File: config.mk
export PLATFORM = sky130hd
export DESIGN_NAME = alu_flagged
export DESIGN_NICKNAME = d
export VERILOG_FILES = /design/src/rtl/alu_pkg.sv /design/src/rtl/alu_addsub.sv /design/src/rtl/alu_flag_reg.sv /design/src/rtl/alu_flagged.sv
export SDC_FILE = /design/constraint.sdc
export NUM_CORES = 1
export LEC_CHECK = 0
export CORE_UTILIZATION = 29
export DETAILED_ROUTE_END_ITERATION = 7
export SETUP_SLACK_MARGIN = 0.5
export SYNTH_ARGS = -nofsm -noshare
export SYNTH_HDL_FRONTEND = slang
export SYNTH_HIERARCHICAL = 1
export SYNTH_SLANG_ARGS = --single-unit
export TNS_END_PERCENT = 50
File: constraint.sdc
create_clock -name clk -period 18.93 [get_ports clk]
set_input_delay 3.786 -clock clk [delete_from_list [all_inputs] [get_ports clk]]
set_output_delay 3.786 -clock clk [all_outputs]
set_load 0.01 [all_outputs]
File: src/rtl/alu_pkg.sv
package alu_pkg;

    localparam int DATA_W = 32;
    localparam int BYTE_W = 8;
    localparam int OP_W   = 4;

    typedef enum logic [OP_W-1:0] {
        OP_ADD  = 4'd0,
        OP_ADC  = 4'd1,
        OP_SUB  = 4'd2,
        OP_SBB  = 4'd3,
        OP_CMP  = 4'd4,
        OP_AND  = 4'd5,
        OP_OR   = 4'd6,
        OP_XOR  = 4'd7,
        OP_TEST = 4'd8,
        OP_INC  = 4'd9,
        OP_DEC  = 4'd10,
        OP_NEG  = 4'd11,
        OP_NOT  = 4'd12,
        OP_CLC  = 4'd13,
        OP_STC  = 4'd14,
        OP_CMC  = 4'd15
    } alu_op_e;

    typedef enum logic [2:0] {
        K_NONE, K_ARITH, K_AND, K_OR, K_XOR, K_NOT
    } kind_e;

    typedef enum logic [1:0] { O_KEEP, O_CALC, O_ZERO } o_mode_e;

    typedef enum logic [2:0] { C_KEEP, C_CALC, C_ZERO, C_ONE, C_FLIP } c_mode_e;

    typedef struct packed {
        logic s;
        logic z;
        logic o;
        logic c;
    } flags_t;

    typedef struct packed {
        kind_e   kind;
        logic    sub;
        logic    use_cin;
        logic    a_zero;
        logic    b_one;
        logic    b_dst;
        logic    wr;
        logic    upd_sz;
        o_mode_e o_mode;
        c_mode_e c_mode;
    } ctrl_t;

    function automatic ctrl_t decode(input alu_op_e op);
        ctrl_t c;
        c = '{kind: K_NONE, sub: 1'b0, use_cin: 1'b0, a_zero: 1'b0,
              b_one: 1'b0, b_dst: 1'b0, wr: 1'b0, upd_sz: 1'b0,
              o_mode: O_KEEP, c_mode: C_KEEP};
        case (op)
            OP_ADD, OP_ADC, OP_SUB, OP_SBB, OP_CMP: begin
                c.kind    = K_ARITH;
                c.sub     = (op == OP_SUB) || (op == OP_SBB) || (op == OP_CMP);
                c.use_cin = (op == OP_ADC) || (op == OP_SBB);
                c.wr      = (op != OP_CMP);
                c.upd_sz  = 1'b1;
                c.o_mode  = O_CALC;
                c.c_mode  = C_CALC;
            end
            OP_AND, OP_OR, OP_XOR, OP_TEST: begin
                c.kind   = (op == OP_OR)  ? K_OR  :
                           (op == OP_XOR) ? K_XOR : K_AND;
                c.wr     = (op != OP_TEST);
                c.upd_sz = 1'b1;
                c.o_mode = O_ZERO;
                c.c_mode = C_ZERO;
            end
            OP_INC, OP_DEC: begin
                c.kind   = K_ARITH;
                c.sub    = (op == OP_DEC);
                c.b_one  = 1'b1;
                c.wr     = 1'b1;
                c.upd_sz = 1'b1;
                c.o_mode = O_CALC;
            end
            OP_NEG: begin
                c.kind   = K_ARITH;
                c.sub    = 1'b1;
                c.a_zero = 1'b1;
                c.b_dst  = 1'b1;
                c.wr     = 1'b1;
                c.upd_sz = 1'b1;
                c.o_mode = O_CALC;
                c.c_mode = C_CALC;
            end
            OP_NOT: begin
                c.kind = K_NOT;
                c.wr   = 1'b1;
            end
            OP_CLC:  c.c_mode = C_ZERO;
            OP_STC:  c.c_mode = C_ONE;
            default: c.c_mode = C_FLIP;
        endcase
        return c;
    endfunction

endpackage

File: src/rtl/alu_addsub.sv
module alu_addsub #(
    parameter int W = 32
) (
    input  logic [W-1:0] a,
    input  logic [W-1:0] b,
    input  logic         cin,
    input  logic         sub,
    output logic [W-1:0] sum,
    output logic         cout,
    output logic         ovf
);
    logic [W:0] full;

    always_comb begin
        if (sub)
            full = {1'b0, a} - {1'b0, b} - {{W{1'b0}}, cin};
        else
            full = {1'b0, a} + {1'b0, b} + {{W{1'b0}}, cin};
        sum  = full[W-1:0];
        cout = full[W];
        if (sub)
            ovf = (a[W-1] ^ b[W-1]) & (sum[W-1] ^ a[W-1]);
        else
            ovf = ~(a[W-1] ^ b[W-1]) & (sum[W-1] ^ a[W-1]);
    end
endmodule

File: src/rtl/alu_flag_reg.sv
module alu_flag_reg
    import alu_pkg::*;
(
    input  logic    clk,
    input  logic    rst,
    input  logic    en,
    input  logic    upd_sz,
    input  o_mode_e o_mode,
    input  c_mode_e c_mode,
    input  flags_t  calc,
    output flags_t  cur
);
    flags_t nxt;

    always_comb begin
        nxt = cur;
        if (upd_sz) begin
            nxt.s = calc.s;
            nxt.z = calc.z;
        end
        case (o_mode)
            O_CALC:  nxt.o = calc.o;
            O_ZERO:  nxt.o = 1'b0;
            default: nxt.o = cur.o;
        endcase
        case (c_mode)
            C_CALC:  nxt.c = calc.c;
            C_ZERO:  nxt.c = 1'b0;
            C_ONE:   nxt.c = 1'b1;
            C_FLIP:  nxt.c = ~cur.c;
            default: nxt.c = cur.c;
        endcase
    end

    always_ff @(posedge clk) begin
        if (rst)
            cur <= '0;
        else if (en)
            cur <= nxt;
    end
endmodule

File: src/rtl/alu_flagged.sv
module alu_flagged
    import alu_pkg::*;
(
    input  logic              clk,
    input  logic              rst,
    input  logic              op_valid,
    input  logic [OP_W-1:0]   op_code,
    input  logic              byte_mode,
    input  logic [DATA_W-1:0] dst_val,
    input  logic [DATA_W-1:0] src_val,
    output logic [DATA_W-1:0] result,
    output logic              result_we,
    output logic              flag_s,
    output logic              flag_z,
    output logic              flag_o,
    output logic              flag_c
);
    localparam int HI_W = DATA_W - BYTE_W;

    ctrl_t             ctrl;
    flags_t            cur;
    flags_t            calc;
    logic [DATA_W-1:0] a_op, b_op, logic_val;
    logic              cin;

    logic [DATA_W-1:0] sum_w;
    logic              cout_w, ovf_w;
    logic [BYTE_W-1:0] sum_b;
    logic              cout_b, ovf_b;
    logic [DATA_W-1:0] lane_w;
    logic [BYTE_W-1:0] lane_b;

    assign ctrl = decode(alu_op_e'(op_code));
    assign a_op = ctrl.a_zero ? '0 : dst_val;
    assign b_op = ctrl.b_one ? DATA_W'(1) : (ctrl.b_dst ? dst_val : src_val);
    assign cin  = ctrl.use_cin & cur.c;

    alu_addsub #(.W(DATA_W)) i_add_word (
        .a(a_op), .b(b_op), .cin(cin), .sub(ctrl.sub),
        .sum(sum_w), .cout(cout_w), .ovf(ovf_w)
    );

    alu_addsub #(.W(BYTE_W)) i_add_byte (
        .a(a_op[BYTE_W-1:0]), .b(b_op[BYTE_W-1:0]), .cin(cin), .sub(ctrl.sub),
        .sum(sum_b), .cout(cout_b), .ovf(ovf_b)
    );

    always_comb begin
        case (ctrl.kind)
            K_AND:   logic_val = dst_val & src_val;
            K_OR:    logic_val = dst_val | src_val;
            K_XOR:   logic_val = dst_val ^ src_val;
            K_NOT:   logic_val = ~dst_val;
            default: logic_val = dst_val;
        endcase
        lane_w = (ctrl.kind == K_ARITH) ? sum_w : logic_val;
        lane_b = (ctrl.kind == K_ARITH) ? sum_b : logic_val[BYTE_W-1:0];

        if (byte_mode) begin
            result = {dst_val[DATA_W-1 -: HI_W], lane_b};
            calc.s = lane_b[BYTE_W-1];
            calc.z = (lane_b == '0);
            calc.o = ovf_b;
            calc.c = cout_b;
        end else begin
            result = lane_w;
            calc.s = lane_w[DATA_W-1];
            calc.z = (lane_w == '0);
            calc.o = ovf_w;
            calc.c = cout_w;
        end
    end

    assign result_we = op_valid & ctrl.wr;

    alu_flag_reg i_flags (
        .clk(clk), .rst(rst), .en(op_valid),
        .upd_sz(ctrl.upd_sz), .o_mode(ctrl.o_mode), .c_mode(ctrl.c_mode),
        .calc(calc), .cur(cur)
    );

    assign flag_s = cur.s;
    assign flag_z = cur.z;
    assign flag_o = cur.o;
    assign flag_c = cur.c;
endmodule

==> impl_metrics.toml <==
[timing]
fin_setup_tns_ns = 0
finalSetupViolCount = 0
final-hold-violation-count = 0
finalCritPeriodShare = 0.758
finalMaxSlewViolations = 0
worst_pin_slew_ns = 1.01
slew_headroom = 0.318
rsz0062_at_grt = "false"
skew_ns = 0.00229
period_minus_slack_ns = 14.34
fmax_ghz = 0.0697

[cells_and_area]
finish.utilization = 0.343
regMostFlops = "i_flags/cur"
drive_gt1_frac = 0.0383
largest_reg_flops = 4
n_antenna_cell = 0
stdcell_area_um2 = 11200
final_nets = 1803
top_regs = "i_flags/cur x4"
area_growth_syn_to_layout_pct = 16.0

[clock_network]
cts_resized = 0
cts_sinks = 4
cts_max_path_buffers = 2
tritoncts = "built"
postCtsHoldBufs = 0
root_buffer = "clkbuf_16"
numCtsBuffers = 3
clk_latency_ns = 0.23
h-tree-depth = 1
post_cts_buffers = 0
clk_pin_slew_ns = 0.03

[setup_path]
critPathMaxStageDelay_ns = 0.65
cp.required_ns = 15.14
reg2reg_slack_ns = 12.78
timing.rr.start = "i_flags/cur[0]"
critPathKind = "in2out"
timing.rr.end = "i_flags/cur[2]"
cp_max_fo = 35
path_delay_family = "compound AO/OA/AOI/OAI gates"
cp_data_arrival_time_ns = 10.55
endpoint_kind = "primary output"
cpMaxStageDelayCell = "a21oi_1"
cp_cell_sequence = "clkdlybuf4s50_1 > buf_4 > clkinv_1 > buf_4 > nor3_2 > buf_4 > nand2_1 > a21oi_1 > inv_1 > fa_1 > nand2b_1 > a2111oi_2 > o21ai_1 > a2111oi_2 > o31a_1 > o21ai_1 > a31oi_1 > xor2_1 > mux2i_1 > a21oi_1 > o31ai_1 > a211oi_1 > a21oi_1 > clkdlybuf4s50_1"
worst_r2r_path_depth = 24
path_buf_inv = 7
start_kind = "primary input"

[floorplanning]
core_um2 = 32700
num_rows = 66
dieArea_um2 = 34100
fp.dieW_um = 185
die_h_um = 185
initial_utilization = 0.296
io_pins = 109

[synth]
synth_edf_count = 0
ys_top_cells_by_count = "203 x inv_1, 179 x ha_1, 159 x nand2_1"
synth_top_area_frac = 0.232
netlist_instances = 1485
synth_seq_area_share = 0.00828
yosys_most_used_dff = "dfxtp_1"
ys_warn_count = 6
synth.distinct_cells = 91
synth_largest_area_cell = "ha_1"
avgSynthCellArea_um2 = 6.51
syn-num-nets = 1744
synth.most_common_cell = "inv_1"
synth.area.top_cells = "ha_1 23%, inv_1 7.9%, a21oi_1 7.4%"
async_flop_share = 0
synth.ff_latch_count = 4
synth_area_um2 = 9670

[drt]
final_antenna_net_count = 0
drt_iter0_drc = 995
avgRoutedWirePerCell_um = 18.4
wirelength_um = 36400
firstDrtPassIters = 6
viasPerCell = 5.55
drcViolationCount = 0
num_vias = 11000

[power]
power_density_nw_per_um2 = 48.9
p_leak_nw = 5.11
irDropWorstVdd_v = 0.0000231

[worst_hold_path]
hold_path_class = "reg2reg"
hold_depth = 2
hold_end = "i_flags/cur[2]"
min_from = "i_flags/cur[2]"

[job]
drv_cap = 0

[grt]
grt_antenna_before_repair = 1
grt_pass1_vias = 10700
overflow = 0
grt_usage = 0.210
grt_max_degree = 79
grt_pass1_wl_um = 57000

[placed_design]
dp_hpwl_um = 29100
gp_congestion = 1.03
port_buffers = 108
dpl_cell_area_um2 = 11100

[status]
status = "finished clean"
## worst max-delay path by stage
stage | slack (ns) | depth (start not counted) | start | endpoint
5_1_grt | 3.94 | 24 | op_code[3] | result[30]
3_3_place_gp | 4.78 | 24 | op_code[3] | result[30]
4_1_cts | 4.60 | 24 | op_code[3] | result[30]
6_report | 4.59 | 24 | op_code[3] | result[30]
3_5_place_dp | 4.65 | 24 | op_code[3] | result[30]
2_1_floorplan | 6.42 | 24 | op_code[3] | result[30]
## power breakdown
group / internal, mW / switching [mW] / leakage, nW / total [mW]
Combinational: 0.207 / 0.298 / 5.04 / 0.505
Sequential: 0.00911 / 0.000459 / 0.0327 / 0.00957
Clock: 0.0270 / 0.00648 / 0.0370 / 0.0335
## stage by stage
| step | total power, mW | worst slack, ns | hold slack [ns] | instances |
|---|---|---|---|---|
| after CTS | 0.542 | 4.60 | 0.464 | 1984 |
| after detailed placement | 0.505 | 4.65 | 0.459 | 1981 |
| after global placement | 0.501 | 4.78 | 0.455 | 1981 |
| final | 0.548 | 4.59 | 0.464 | 1984 |
| after global routing | 0.598 | 3.94 | 0.482 | 1984 |
| after floorplan | 0.354 | 6.42 | 0.474 | 1485 |
## kinds of logic after synthesis
group,synth area share
muxes,0.0475
buffers and inverters,0.110
xor gates and xnor gates,0.0734
and+or+nand+nor,0.214
adders and majority gates,0.248
AOI/OAI and AO/OA,0.299
DFF,0.00829
## metal layers
layer | up-vias | wire [um] | track usage
li1 | 5317 | - | -
met1 | 5190 | 16100 | 0.275
met2 | 433 | 17100 | 0.366
met3 | 70 | 2010 | 0.00790
met4 | 0 | 1220 | 0.0683
met5 | - | 0 | 0
## placed cells by master (no fill, tap or decap), drive strengths merged, types with 9 or more instances in the layout
cell and count:
o22ai 26, o21a 9, nand2b 12, xnor2 71
a21o 23, nand3 22, buf 18, mux2i 38
o21ai 99, clkdlybuf4s50 105, and3 9, nor2 135
o211ai 13, nand2 160, nor4 11, a31oi 17
nand4 13, a211oi 12, nor2b 17, a21oi 143
a222oi 16, xor2 10, ha 179, inv 207
nor3 32
## worst register-to-register path: stages, from the launching register on
cell       delay [ns]
dfxtp_1          0.38
nand2_1          0.08
nor3_1           0.47
inv_1            0.11
fa_1             0.56
inv_1            0.06
ha_1             0.16
o21ai_0          0.27
a2111oi_1        0.20
o21ai_1          0.23
nand4b_1         0.12
a211o_1          0.29
a21oi_2          0.20
and3b_1          0.21
or4b_1           0.50
o211a_1          0.21
nor3_1           0.27
o22ai_1          0.12
o21ai_0          0.39
nand4_1          0.22
nor4_1           0.21
a31oi_1          0.21
nor4_2           0.36
nand3_1          0.12
a21oi_1          0.14
## final cells by class
type,count,area (um2)
clock buffer,3,75.1
fill,3598,21500
inverter,209,787
multi-input combinational,1203,8540
sequential,4,80.1
tap,442,553
timing repair buffer,123,1180
(Power assumes the default switching activity.)
